[src/rtl/blk_remap_pkg.sv]
package blk_remap_pkg;
  typedef enum logic [1:0] {
    ST_IDLE  = 2'd0,
    ST_FETCH = 2'd1,
    ST_COPY  = 2'd2
  } remap_state_t;
endpackage

[src/rtl/blk_remap_store.sv]
// Map storage: spare index per logical block (RAM-inferable, two ports)
// plus a reset-cleared "moved" flag per logical block.
module blk_remap_store #(
  parameter int DEPTH = 16,
  parameter int AW    = 4,
  parameter int IW    = 2
) (
  input  logic          clk,
  input  logic          rst,
  input  logic [AW-1:0] a_addr,
  output logic [IW-1:0] a_idx,
  output logic          a_moved,
  input  logic [AW-1:0] b_addr,
  input  logic          b_we,
  input  logic [IW-1:0] b_widx,
  output logic [IW-1:0] b_idx,
  output logic          b_moved
);
  logic [IW-1:0]    mem [DEPTH];
  logic [DEPTH-1:0] moved, moved_nxt;

  // Port A: read only (host lookups); port B: read/write (controller).
  always_ff @(posedge clk) begin
    if (b_we) mem[b_addr] <= b_widx;
    a_idx <= mem[a_addr];
    b_idx <= mem[b_addr];
  end

  for (genvar g = 0; g < DEPTH; g++) begin : g_moved
    assign moved_nxt[g] = moved[g] | (b_we && (b_addr == AW'(g)));
  end

  always_ff @(posedge clk) begin
    if (rst) begin
      moved   <= '0;
      a_moved <= 1'b0;
      b_moved <= 1'b0;
    end else begin
      moved   <= moved_nxt;
      a_moved <= moved[a_addr];
      b_moved <= moved[b_addr];
    end
  end
endmodule

[src/rtl/blk_spare_pool.sv]
// Free-spare bitmap with a lowest-index-first picker.
module blk_spare_pool #(
  parameter int SLOTS = 4,
  parameter int IW    = 2
) (
  input  logic          clk,
  input  logic          rst,
  input  logic          take,
  input  logic          retire,
  input  logic [IW-1:0] retire_idx,
  output logic          has_free,
  output logic [IW-1:0] low_idx
);
  logic [SLOTS-1:0] free_q, free_nxt;

  for (genvar g = 0; g < SLOTS; g++) begin : g_slot
    assign free_nxt[g] = free_q[g]
                       & ~(take   && (low_idx    == IW'(g)))
                       & ~(retire && (retire_idx == IW'(g)));
  end

  always_ff @(posedge clk) begin
    if (rst) free_q <= '1;
    else     free_q <= free_nxt;
  end

  always_comb begin
    low_idx = '0;
    for (int i = SLOTS - 1; i >= 0; i--) begin
      if (free_q[i]) low_idx = IW'(i);
    end
    has_free = |free_q;
  end
endmodule

[src/rtl/blk_remap_ctrl.sv]
// Sequencer for factory-list loading and error-driven relocation.
module blk_remap_ctrl
  import blk_remap_pkg::*;
#(
  parameter int LOG_BLOCKS   = 16,
  parameter int SPARE_BLOCKS = 4,
  parameter int LBW          = 4,
  parameter int PBW          = 5,
  parameter int SIW          = 2
) (
  input  logic           clk,
  input  logic           rst,
  input  logic           load_mode,
  input  logic           fb_valid,
  input  logic [PBW-1:0] fb_pblk,
  input  logic           bad_valid,
  input  logic [LBW-1:0] bad_lblk,
  input  logic           cp_ack,
  input  logic           has_free,
  input  logic [SIW-1:0] low_idx,
  input  logic [SIW-1:0] b_idx,
  input  logic           b_moved,
  output logic           take,
  output logic           retire,
  output logic [SIW-1:0] retire_idx,
  output logic [LBW-1:0] b_addr,
  output logic           b_we,
  output logic [SIW-1:0] b_widx,
  output logic           cp_req,
  output logic [PBW-1:0] cp_src,
  output logic [PBW-1:0] cp_dst,
  output logic           pool_exhausted
);
  localparam int PHYS = LOG_BLOCKS + SPARE_BLOCKS;

  remap_state_t   st;
  logic [LBW-1:0] tgt;
  logic           is_fact;
  logic [SIW-1:0] dst_idx;
  logic           idle, acc_bad, acc_fact, fb_in_log, fb_in_spare;

  assign idle        = (st == ST_IDLE);
  assign fb_in_log   = (fb_pblk != '0) && ({1'b0, fb_pblk} < (PBW+1)'(LOG_BLOCKS));
  assign fb_in_spare = ({1'b0, fb_pblk} >= (PBW+1)'(LOG_BLOCKS)) &&
                       ({1'b0, fb_pblk} <  (PBW+1)'(PHYS));
  assign acc_bad     = idle && !load_mode && bad_valid && (bad_lblk != '0);
  assign acc_fact    = idle &&  load_mode && fb_valid  && fb_in_log;
  assign retire      = idle &&  load_mode && fb_valid  && fb_in_spare;
  assign retire_idx  = SIW'(fb_pblk - PBW'(LOG_BLOCKS));
  assign b_addr      = idle ? (acc_bad ? bad_lblk : LBW'(fb_pblk)) : tgt;
  assign cp_req      = (st == ST_COPY);

  always_comb begin
    take   = 1'b0;
    b_we   = 1'b0;
    b_widx = low_idx;
    if (st == ST_FETCH) begin
      if (!(is_fact && b_moved) && has_free) begin
        take = 1'b1;
        b_we = is_fact;
      end
    end else if (st == ST_COPY) begin
      b_widx = dst_idx;
      b_we   = cp_ack;
    end
  end

  always_ff @(posedge clk) begin
    if (rst) begin
      st             <= ST_IDLE;
      tgt            <= '0;
      is_fact        <= 1'b0;
      dst_idx        <= '0;
      cp_src         <= '0;
      cp_dst         <= '0;
      pool_exhausted <= 1'b0;
    end else begin
      case (st)
        ST_IDLE: begin
          if (acc_bad || acc_fact) begin
            tgt     <= b_addr;
            is_fact <= acc_fact;
            st      <= ST_FETCH;
          end
        end
        ST_FETCH: begin
          if (is_fact && b_moved) begin
            st <= ST_IDLE;
          end else if (!has_free) begin
            pool_exhausted <= 1'b1;
            st             <= ST_IDLE;
          end else if (is_fact) begin
            st <= ST_IDLE;
          end else begin
            cp_src  <= b_moved ? PBW'(LOG_BLOCKS) + PBW'(b_idx) : PBW'(tgt);
            cp_dst  <= PBW'(LOG_BLOCKS) + PBW'(low_idx);
            dst_idx <= low_idx;
            st      <= ST_COPY;
          end
        end
        ST_COPY: begin
          if (cp_ack) st <= ST_IDLE;
        end
        default: st <= ST_IDLE;
      endcase
    end
  end
endmodule

[src/rtl/blk_remap_xlate.sv]
module blk_remap_xlate #(
  parameter int LOG_BLOCKS   = 16,
  parameter int SPARE_BLOCKS = 4,
  parameter int LBW          = $clog2(LOG_BLOCKS),
  parameter int PBW          = $clog2(LOG_BLOCKS + SPARE_BLOCKS)
) (
  input  logic           clk,
  input  logic           rst,
  input  logic           lk_valid,
  input  logic [LBW-1:0] lk_lblk,
  output logic           lk_done,
  output logic [PBW-1:0] lk_pblk,
  input  logic           load_mode,
  input  logic           fb_valid,
  input  logic [PBW-1:0] fb_pblk,
  input  logic           bad_valid,
  input  logic [LBW-1:0] bad_lblk,
  output logic           cp_req,
  output logic [PBW-1:0] cp_src,
  output logic [PBW-1:0] cp_dst,
  input  logic           cp_ack,
  output logic           pool_exhausted
);
  localparam int SIW = (SPARE_BLOCKS > 1) ? $clog2(SPARE_BLOCKS) : 1;

  logic [SIW-1:0] a_idx, b_idx, b_widx, low_idx, retire_idx;
  logic           a_moved, b_moved, b_we, take, retire, has_free;
  logic [LBW-1:0] b_addr, lk_lblk_q;

  blk_remap_store #(.DEPTH(LOG_BLOCKS), .AW(LBW), .IW(SIW)) u_store (
    .clk(clk), .rst(rst),
    .a_addr(lk_lblk), .a_idx(a_idx), .a_moved(a_moved),
    .b_addr(b_addr), .b_we(b_we), .b_widx(b_widx),
    .b_idx(b_idx), .b_moved(b_moved)
  );

  blk_spare_pool #(.SLOTS(SPARE_BLOCKS), .IW(SIW)) u_pool (
    .clk(clk), .rst(rst), .take(take), .retire(retire),
    .retire_idx(retire_idx), .has_free(has_free), .low_idx(low_idx)
  );

  blk_remap_ctrl #(
    .LOG_BLOCKS(LOG_BLOCKS), .SPARE_BLOCKS(SPARE_BLOCKS),
    .LBW(LBW), .PBW(PBW), .SIW(SIW)
  ) u_ctrl (
    .clk(clk), .rst(rst), .load_mode(load_mode),
    .fb_valid(fb_valid), .fb_pblk(fb_pblk),
    .bad_valid(bad_valid), .bad_lblk(bad_lblk), .cp_ack(cp_ack),
    .has_free(has_free), .low_idx(low_idx),
    .b_idx(b_idx), .b_moved(b_moved),
    .take(take), .retire(retire), .retire_idx(retire_idx),
    .b_addr(b_addr), .b_we(b_we), .b_widx(b_widx),
    .cp_req(cp_req), .cp_src(cp_src), .cp_dst(cp_dst),
    .pool_exhausted(pool_exhausted)
  );

  always_ff @(posedge clk) begin
    if (rst) begin
      lk_done   <= 1'b0;
      lk_lblk_q <= '0;
    end else begin
      lk_done   <= lk_valid;
      lk_lblk_q <= lk_lblk;
    end
  end

  assign lk_pblk = a_moved ? PBW'(LOG_BLOCKS) + PBW'(a_idx) : PBW'(lk_lblk_q);
endmodule

[config.mk]
export PLATFORM = sky130hd
export DESIGN_NAME = blk_remap_xlate
export DESIGN_NICKNAME = d
export VERILOG_FILES = /design/src/rtl/blk_remap_pkg.sv /design/src/rtl/blk_remap_store.sv /design/src/rtl/blk_spare_pool.sv /design/src/rtl/blk_remap_ctrl.sv /design/src/rtl/blk_remap_xlate.sv
export SDC_FILE = /design/constraint.sdc
export NUM_CORES = 1
export LEC_CHECK = 0
export ABC_AREA = 1
export BUFFER_PORTS_ARGS = -buffer_cell sky130_fd_sc_hd__buf_4
export CORE_ASPECT_RATIO = 0.75
export CORE_UTILIZATION = 61
export CTS_BUF_LIST = sky130_fd_sc_hd__clkbuf_4
export DETAILED_ROUTE_END_ITERATION = 16
export MAX_ROUTING_LAYER = met4
export PLACE_DENSITY = 0.8
export SYNTH_ARGS = -nofsm -noshare
export SYNTH_HDL_FRONTEND = slang
export SYNTH_SLANG_ARGS = --single-unit
[constraint.sdc]
create_clock -name clk -period 2.5 [get_ports clk]
set_clock_uncertainty 0.2 [all_clocks]
set_input_delay 0.375 -clock clk [delete_from_list [all_inputs] [get_ports clk]]
set_output_delay 0.375 -clock clk [all_outputs]
set_load 0.005 [all_outputs]
==> results_dict.tcl, run 1 <==
set metrics [dict create \
    status "completed" \
    clkLatencyLatePin_ns 0.46 \
    r2r_slack_ns 0.12 \
    ys_ff_latch 79 \
    clock_path_buffers 2 \
    gr-usage-all-layers_pct 35.2 \
    setup_tns_ns 0 \
    synth_area_mm2 0.00395 \
    layout-drive-gt1-share_pct 15.2 \
    p_seq_share_pct 54.0 \
    reg2reg_depth 11 \
    crit_path_end "u_store.mem[10][1]$_DFFE_PP_" \
    timing_worst_setup_path_type "reg2reg" \
    p_sw_w 0.000848 \
    ys_top_cells_by_area "edfxtp_1, dfxtp_1, nand2_1, o21ai_0, inv_1" \
    first_pass_iters 5 \
    die_x_um 94.9 \
    worstPathArrival_ns 2.37 \
    min_path_type "in2reg" \
    cts_tree "built" \
    dieArea_mm2 0.00680 \
    start_util_pct 65.4 \
    grt_overflow 0 \
    first_global_vias 3278 \
    max-cap-violations 0 \
    die-height_um 71.7 \
    antenna_found_initial 0 \
    place_hpwl_um 7740 \
    dp_cells 626 \
    dp_slack_ns 0.0371 \
    cts_root_buffer "clkbuf_4" \
    setup_slack_ns 0.122 \
    wirelength_um 10800 \
    worst_pin_slew_ns 0.715 \
    hold_violations 0 \
    drt-vias-per-instance 5.77 \
    ir_worst_vdd_mv 0.469 \
    synth_top_area_share_pct 24.3 \
    rsz0062_at_grt "yes" \
    num_vias 3724 \
    crit_start "u_ctrl.st[1]$_SDFFE_PP0P_" \
    post_drt_wl_per_cell_um 16.7 \
    timing.final.crit_share_pct 95.1 \
    p_leak_nw 2.06 \
    core_area_mm2 0.00604 \
    comb_power_share_pct 18.6 \
    ant_nets 0 \
    io_buffers 35 \
    p_int_w 0.00176 \
    grt_pass1_wl_um 16900 \
    grt_max_degree 37 \
    r2r_end "u_store.mem[10][1]$_DFFE_PP_" \
    finalNonFillerCells 645 \
    cp-end-kind "flip-flop" \
    worstPathRequired_ns 2.49 \
    nets 582 \
    pwr_density_cell_mw_per_mm2 586 \
    clock_sinks 79 \
    seq_area_frac_synth_pct 48.1 \
    syn_inst 525 \
    drv_slew 0 \
    timing.fmax_ghz 0.420 \
    hold_start "fb_pblk[4]" \
    syn_area_per_cell_um2 7.52 \
    drc_errors 0 \
    syn2layout_area_growth_pct 12.4 \
    num_io_pins 38 \
    gp_congestion 0.959 \
    fillers 475 \
    yosysWarnings 0 \
    finalSetupViolCount 0 \
    fin_crit_ns 2.38 \
    ys_types 37 \
    start_kind "flip-flop" \
    antennaDiodeCount 0 \
    numCtsBuffers 9 \
    htreeDepth 3 \
    crit_fanout 14 \
    power.share.clock_pct 27.4 \
    swShare_pct 32.5 \
    dr.first_iter.drc_count 469 \
    core.rowCount 24 \
    relSlewSlack_pct 52.3 \
    path_clk_slew_ns 0.15 \
    r2r_start "u_ctrl.st[1]$_SDFFE_PP0P_" \
    yosysTopAreaCell "edfxtp_1" \
]
Yosys cell counts, drive strengths merged:
cell and number:
dfxtp 47, nor4 1, o22ai 1, o311ai 2, or2 1, a31oi 3
o221ai 3, mux2 2, nor2 51, conb 1, inv 74, o31ai 1
and2 1, a21oi 34, nand3 30, a311oi 1, clkbuf 13, edfxtp 32
o211ai 4, a211oi 1, nor3 8, nand2 146, buf 10, o21ai 58
state kept, by name, summed over array words and instances, names as in the netlist:
name                   cells
u_store.b_idx              2
lk_lblk_q                  4
u_ctrl.cp_dst              2
u_ctrl.is_fact             1
lk_done                    1
u_store.a_idx              2
u_store.mem               32
u_ctrl.cp_src              5
u_pool.free_q              4
u_ctrl.dst_idx             1
u_ctrl.tgt                 4
u_ctrl.pool_exhausted      1
u_ctrl.st                  2
u_store.b_moved            1
u_store.a_moved            1
u_store.moved             16
cell families (layout without fill, tap and decap cells):
group	Yosys count	after routing	synth area share, %
other	1	2	0.0949
DFF	79	79	48.1
muxes	2	2	0.570
AOI/OAI and AO/OA	108	108	15.0
and+or+nand+nor	238	238	26.1
buffers and inverters	97	138	10.1
worst min path at each step:
stage | endpoint | slack [ns] | cells past startpoint
final | u_ctrl.is_fact$_SDFFE_PP0P_ | 0.005 | 4
after global routing | u_ctrl.is_fact$_SDFFE_PP0P_ | 0.004 | 4
after CTS | u_ctrl.is_fact$_SDFFE_PP0P_ | 0.009 | 4
after detailed placement | u_ctrl.cp_src[3]$_SDFFE_PP0P_ | 0.26 | 2
after global placement | u_ctrl.cp_dst[4]$_SDFFE_PP0P_ | 0.25 | 2
after floorplan | u_ctrl.cp_src[0]$_SDFFE_PP0P_ | 0.24 | 2
layout make-up:
class / count / area [um^2] / area share (%)
sequential: 79 / 1900 / 42.8
multi-input combinational: 350 / 1670 / 37.6
timing repair buffer: 48 / 372 / 8.37
inverter: 74 / 278 / 6.25
tap: 78 / 97.6 / 2.20
clock buffer: 9 / 67.6 / 1.52
clock inverter: 7 / 53.8 / 1.21
power groups by stage:
stage / Clock [W] / Sequential [W] / Combinational (W)
final: 0.000715 / 0.00141 / 0.000483
after global routing: 0.000763 / 0.00141 / 0.000536
after CTS: 0.000714 / 0.00141 / 0.000462
after detailed placement: 0 / 0.00143 / 0.000457
after global placement: 0 / 0.00143 / 0.000448
after floorplan: 0 / 0.00143 / 0.000318
placed cells by master (no fill, tap or decap), types with 3 or more instances in the layout:
cell type,netlist,layout
a21oi_1,34,34
a31oi_1,3,3
buf_4,4,44
clkbuf_4,0,9
clkinv_4,0,3
dfxtp_1,47,47
dlygate4sd3_1,0,3
edfxtp_1,32,32
inv_1,66,66
inv_2,8,9
nand2_1,142,142
nand2_4,3,3
nand3_1,29,29
nor2_1,48,48
nor3_1,4,4
nor3_2,3,3
o211ai_1,3,3
o21ai_0,51,51
o21ai_1,6,6
o221ai_1,3,3
repair_timing:
item / 4_1_cts / 5_1_grt
endpoints found under the hold margin: 3 / 0
hold buffers: 3 / 0
setup buffers: 0 / 0
resized for setup: 0 / 4
setup endpoints to repair: 0 / 15
critical path: stages (launching register included):
cell and delay (ns):
dfxtp_1 0.37, inv_2 0.10, nand2_4 0.09, nor2_4 0.15, nand2_4 0.10, nand2_1 0.11, o21ai_1 0.09, nand2_1 0.08
o21ai_2 0.21, nor3_2 0.30, nand2_1 0.16, inv_1 0.12
metrics by stage:
step	instance area, um^2	utilization, %	hold slack, ns	total power (W)
2_1_floorplan	3950	-	0.243	0.00174
3_3_place_gp	4270	70.7	0.255	0.00188
3_5_place_dp	4270	70.7	0.257	0.00189
4_1_cts	4420	73.2	0.00900	0.00258
5_1_grt	4440	73.6	0.00426	0.00271
6_report	4440	73.6	0.00451	0.00260
routing by layer:
metal | vias to the layer above | track usage (%) | wire, um
met2 | 220 | 46.8 | 4390
met3 | 30 | 10.2 | 1300
met1 | 1702 | 51.4 | 4830
li1 | 1772 | - | -
met4 | 0 | 10.8 | 237
met5 | - | - | 0
Power figures use the tool's default switching activity.
==> inputs of run 2 (changes only) <==
ABC_AREA = not set   (was 1)
==> run 2 against run 1 <==
- final cell count fell by 24%
- critical path depth is 3 lower
- critical path type unchanged
- sequential cell count stayed put
- non-clock buffer count grew 6
- clock-buffer cell count rose by 1
- area after synthesis shrank 5.2%
- sequential share of layout area is 0.70 points higher
- synthesized cell count fell by 32%
- clock power rose by 45%
==> results_dict.tcl, run 2 <==
set metrics [dict create \
    status "completed" \
    yosysTopAreaCell "edfxtp_1" \
    pwr_density_cell_mw_per_mm2 671 \
    core_area_mm2 0.00586 \
    num_io_pins 38 \
    syn2layout_area_growth_pct 16.7 \
    ir_worst_vdd_mv 0.579 \
    ys.flop_type "dfxtp_1" \
    post_drt_wl_per_cell_um 18.4 \
    ys_ff_latch 79 \
    dr.first_iter.drc_count 307 \
    relSlewSlack_pct 62.6 \
    max_stage_delay_ns 0.46 \
    htreeDepth 3 \
    place_hpwl_um 6360 \
    ant_nets 0 \
    crit_fanout 11 \
    synth_edf_count 32 \
    worstPathArrival_ns 2.48 \
    worstPathRequired_ns 2.61 \
    clock_path_buffers 2 \
    first_global_vias 2698 \
    clkLatencyLatePin_ns 0.43 \
    syn_inst 359 \
    hold_violations 0 \
    cts_tree "built" \
    cts_root_buffer "clkbuf_4" \
    critical_path_depth 8 \
    syn_area_per_cell_um2 10.4 \
    grt_max_degree 45 \
    async_flop_share_pct 0 \
    min_path_type "in2reg" \
    ys_top_cells_by_area "edfxtp_1, dfxtp_1, mux4_2, nor2_1, a21oi_1" \
    gr-usage-all-layers_pct 30.0 \
    synth_top_area_share_pct 25.7 \
    setup_slack_ns 0.133 \
    fin_crit_ns 2.37 \
    grt_pass1_wl_um 14100 \
    nets 424 \
    wirelength_um 8970 \
    dp_cells 470 \
    rsz0062_at_grt "no" \
    die-height_um 69.8 \
    p_leak_nw 1.62 \
    max-cap-violations 0 \
    timing.fmax_ghz 0.422 \
    layout_commonest_cell "nor2_1" \
    layout-drive-gt1-share_pct 24.4 \
    start_util_pct 63.9 \
    die_x_um 92.5 \
    critPathSlowestCell "a2111oi_2" \
    ys_types 53 \
    timing.final.crit_share_pct 94.7 \
    dieArea_mm2 0.00646 \
    synth_area_mm2 0.00374 \
    timing_worst_setup_path_type "reg2reg" \
    drt-vias-per-instance 6.38 \
    drv_slew 0 \
    largest_reg_flops 32 \
    finalSetupViolCount 0 \
    whs_ns 0.0170 \
    top_regs "u_store.mem x32, u_store.moved x16, u_ctrl.cp_src x5" \
    reg2reg_depth 8 \
    antenna_found_initial 1 \
    top_register "u_store.mem" \
    cp-end-kind "flip-flop" \
    gp_congestion 0.906 \
    drc_errors 0 \
    io_buffers 35 \
    yosysWarnings 0 \
    finalNonFillerCells 488 \
    start_kind "flip-flop" \
    post-cts-setup-buffers 0 \
    dp_slack_ns -0.0811 \
    clock_sinks 79 \
    path_buf_inv 1 \
    synth.most_common_cell "nor2_1" \
    grt_overflow 0 \
    final_cell_mix "nor2_1, buf_4, dfxtp_1, nand2_1, a21oi_1" \
    path_clk_slew_ns 0.13 \
    first_pass_iters 5 \
    num_vias 3111 \
    synthTopCellsByCount "nor2_1, dfxtp_1, a21oi_1, nand2_1, edfxtp_1" \
    placed_area_mm2 0.00415 \
    worst_pin_slew_ns 0.557 \
    power.total_w 0.00293 \
    core.rowCount 24 \
    seq_area_frac_synth_pct 50.8 \
    path_delay_family "compound AO/OA/AOI/OAI gates" \
    fin_area_mm2 0.00437 \
    min_delay_path_depth 3 \
    numCtsBuffers 9 \
    crit_chain "or2_1 -> a2111oi_2 -> nor2_1 -> buf_4 -> a222oi_1 -> a211oi_1 -> nand2_1 -> nand4_1" \
]
[run 2: cell count changes after synthesis, sizes merged, moves of 6 or more]
cell / before / now
mux4: 0 / 18
nand2b: 0 / 6
nand3: 30 / 6
mux2i: 0 / 9
nor2: 51 / 67
nand2: 146 / 39
o21ai: 58 / 7
inv: 74 / 3
a21oi: 34 / 40
nor2b: 0 / 10
[run 2: logic make-up after synthesis]
logic type | synth area share, %
AO/OA/AOI/OAI | 13.8
buffers and inverters | 3.51
flip-flops | 50.8
multiplexers | 13.8
other | 0.100
AND/OR/NAND/NOR | 17.9
[run 2: through the flow]
| step | util [%] | setup TNS [ns] |
|---|---|---|
| 5_1_grt | 74.6 | 0 |
| 3_5_place_dp | 70.8 | -0.625 |
| 2_1_floorplan | - | 0 |
| 3_3_place_gp | 70.8 | -0.0589 |
| 6_report | 74.6 | 0 |
| 4_1_cts | 74.6 | 0 |
[run 2: power by group]
group          switching (W)  leakage (nW)  total [W]  internal, W
Sequential         0.0000263         0.672    0.00140      0.00138
Combinational       0.000283         0.838   0.000495     0.000212
Clock               0.000420         0.108    0.00104     0.000617
Total               0.000730          1.62    0.00293      0.00220
[run 2: path summary, 6_finish.rpt]
| check | startpoint | slack [ns] | to |
|---|---|---|---|
| hold / removal | cp_ack | 0.02 | u_ctrl.st[1]$_SDFFE_PP0P_ |
| setup reg to reg | u_ctrl.st[1]$_SDFFE_PP0P_ | 0.13 | u_store.b_moved$_SDFF_PP0_ |
| setup / recovery | u_ctrl.st[1]$_SDFFE_PP0P_ | 0.13 | u_store.b_moved$_SDFF_PP0_ |
| hold reg to reg | u_ctrl.cp_src[3]$_SDFFE_PP0P_ | 0.26 | u_ctrl.cp_src[3]$_SDFFE_PP0P_ |
[run 2: cell type report]
class                           count  area (um^2)
Sequential cell                    79         1900
Multi-Input combinational cell    257         1720
Fill cell                         387         1490
Timing Repair Buffer               54          433
Clock inverter                      6          133
Tap cell                           78         97.6
Clock buffer                       10         75.1
Inverter                            3         11.3
Antenna cell                        1         2.50
[run 2: metal layers]
metal	up-vias	wire length, um	GRT usage [%]
li1	1401	-	-
met1	1484	3920	43.4
met2	209	3980	42.3
met3	17	976	7.79
met4	0	91	7.81
met5	-	0	-
[run 2: repair_timing]
item                                    in CTS  in global routing
gates resized for setup                      0                  1
hold endpoints to repair                     1                  0
hold buffers                                 1                  0
endpoints found under the setup margin       0                 16
[run 2: worst register-to-register path, stage by stage (launching register included)]
cell and delay, ns:
dfxtp_1 0.36, or2_1 0.30, a2111oi_2 0.46, nor2_1 0.10, buf_4 0.20, a222oi_1 0.36
a211oi_1 0.11, nand2_1 0.09, nand4_1 0.06
==> inputs of run 3 (changes only) <==
CORE_ASPECT_RATIO = 1.25   (was 0.75)
==> run 3 against run 2 <==
- combinational power down 1%
- power down 8.3%
- utilization down 0.93 points
- sequential cell count unchanged
- clock power down 23%
- clock-buffer cell count unchanged
- global-route usage up 0.24 points
==> results_dict.tcl, run 3 (synthesis results as in run 2) <==
set metrics [dict create \
    num_vias 2984 \
    syn2layout_area_growth_pct 15.3 \
    first_global_vias 2849 \
    core.rowCount 31 \
    finalNonFillerCells 492 \
    setup_tns_ns 0 \
    antennaDiodeCount 0 \
    dr.first_iter.drc_count 286 \
    drt-vias-per-instance 6.07 \
    timing_worst_setup_path_type "reg2reg" \
    top_regs "u_store.mem x32, u_store.moved x16, u_ctrl.cp_src x5" \
    crit_top_cell "nor2_1" \
    cts_root_buffer "clkbuf_4" \
    hold_violations 0 \
    htreeDepth 3 \
    relSlewSlack_pct 61.1 \
    min_delay_path_depth 2 \
    ant_nets 0 \
    gp_congestion 0.922 \
    num_io_pins 38 \
    fin_crit_ns 2.34 \
    drv_slew 0 \
    dp_cells 473 \
    timing.final.crit_share_pct 93.6 \
    max-cap-violations 0 \
    p_leak_nw 1.59 \
    r2r_end "u_store.mem[8][0]$_DFFE_PP_" \
    utilization_pct 73.7 \
    status "completed" \
    pwr_density_cell_mw_per_mm2 623 \
    rsz0062_at_grt "no" \
    finalSetupViolCount 0 \
    start_util_pct 63.9 \
    crit_start "u_ctrl.st[0]$_SDFFE_PP0P_" \
    final_cell_mix "nor2_1, buf_4, dfxtp_1, nand2_1, a21oi_1" \
    gr-usage-all-layers_pct 30.3 \
    cts_tree "built" \
    worstPathRequired_ns 2.46 \
    drc_errors 0 \
    crit_fanout 13 \
    path_clk_slew_ns 0.14 \
    setup_slack_ns 0.159 \
    clkLatencyLatePin_ns 0.46 \
    numCtsBuffers 9 \
    antenna_found_initial 0 \
    wirelength_um 8710 \
    worstHoldEndpoint "lk_lblk_q[2]$_SDFF_PP0_" \
    post-cts-setup-buffers 0 \
    core_area_mm2 0.00586 \
    whs_ns 0.00439 \
    layout-drive-gt1-share_pct 24.1 \
    post_drt_wl_per_cell_um 17.7 \
    worst_pin_slew_ns 0.583 \
    dieArea_mm2 0.00646 \
    nets 425 \
    min_path_type "in2reg" \
    max_stage_delay_ns 0.36 \
    reg2reg_depth 8 \
    grt_pass1_wl_um 13900 \
    r2r_start "u_ctrl.st[0]$_SDFFE_PP0P_" \
    cp-end-kind "flip-flop" \
    hold_start "lk_lblk[2]" \
    first_pass_iters 5 \
    ir_worst_vdd_mv 0.418 \
    fillers 412 \
    critPathSlowestCell "dfxtp_1" \
    clock_sinks 79 \
    die_x_um 72.1 \
    crit_chain "nor2_1 -> buf_4 -> o2111ai_2 -> and2b_1 -> buf_12 -> nor2_1 -> nand2_1 -> nor2_1" \
    place_hpwl_um 6230 \
    timing.fmax_ghz 0.427 \
    layout_commonest_cell "nor2_1" \
    io_buffers 35 \
    start_kind "flip-flop" \
    worstPathArrival_ns 2.30 \
    r2r_slack_ns 0.16 \
    grt_max_degree 45 \
    largest_reg_flops 32 \
    dp_slack_ns -0.0343 \
    clock_path_buffers 2 \
    die-height_um 89.6 \
    grt_overflow 0 \
    top_register "u_store.mem" \
]
[run 3: routing by layer]
| metal | wire (um) | share of wire (%) | global-route usage (%) |
|---|---|---|---|
| met1 | 3330 | 38 | 34.0 |
| met2 | 4470 | 51 | 50.2 |
| met3 | 682 | 7.8 | 7.48 |
| met4 | 229 | 2.6 | 15.7 |
| met5 | 0 | 0 | - |
[run 3: power breakdown]
part           total, W  switching [W]  internal [W]
Combinational  0.000489       0.000274      0.000214
Clock          0.000801       0.000479      0.000322
Sequential      0.00140      0.0000246       0.00138
[run 3: worst max-delay path: cells and delay by family, from the launching register on]
| kind | cells | cell delay (ns) |
|---|---|---|
| simple gates | 5 | 0.93 |
| buf+inv | 2 | 0.40 |
| flops | 1 | 0.36 |
| compound gates | 1 | 0.15 |
[run 3: worst max path at each step]
stage	endpoint	slack [ns]	cells after the start
finish	u_store.mem[8][0]$_DFFE_PP_	0.16	8
global route	u_store.mem[14][0]$_DFFE_PP_	0.03	8
CTS	u_store.mem[8][0]$_DFFE_PP_	0.17	8
detailed placement	u_store.b_idx[1]$_DFF_P_	-0.03	9
global placement	u_store.b_moved$_SDFF_PP0_	0.003	7
floorplan	u_store.b_moved$_SDFF_PP0_	0.22	7
[run 3: final cells by class]
cell class                      instances  area (um^2)  share of cell area [%]
Sequential cell                        79         1900                    44.1
Multi-Input combinational cell        257         1710                    39.7
Timing Repair Buffer                   55          445                    10.3
Tap cell                               82          103                    2.38
Clock buffer                           10         75.1                    1.74
Clock inverter                          6         66.3                    1.54
Inverter                                3         11.3                   0.261
[run 3: stage by stage]
step | cell area [um^2] | total power [W]
6_report | 4320 | 0.00269
5_1_grt | 4320 | 0.00279
4_1_cts | 4320 | 0.00268
3_5_place_dp | 4150 | 0.00190
3_3_place_gp | 4150 | 0.00190
2_1_floorplan | 3750 | 0.00173
[run 3: what timing repair did]
| item | 4_1_cts | 5_1_grt |
|---|---|---|
| gates resized for setup | 0 | 0 |
| endpoints found under the hold margin | 3 | 0 |
| endpoints found under the setup margin | 0 | 0 |
| hold buffers | 3 | 0 |
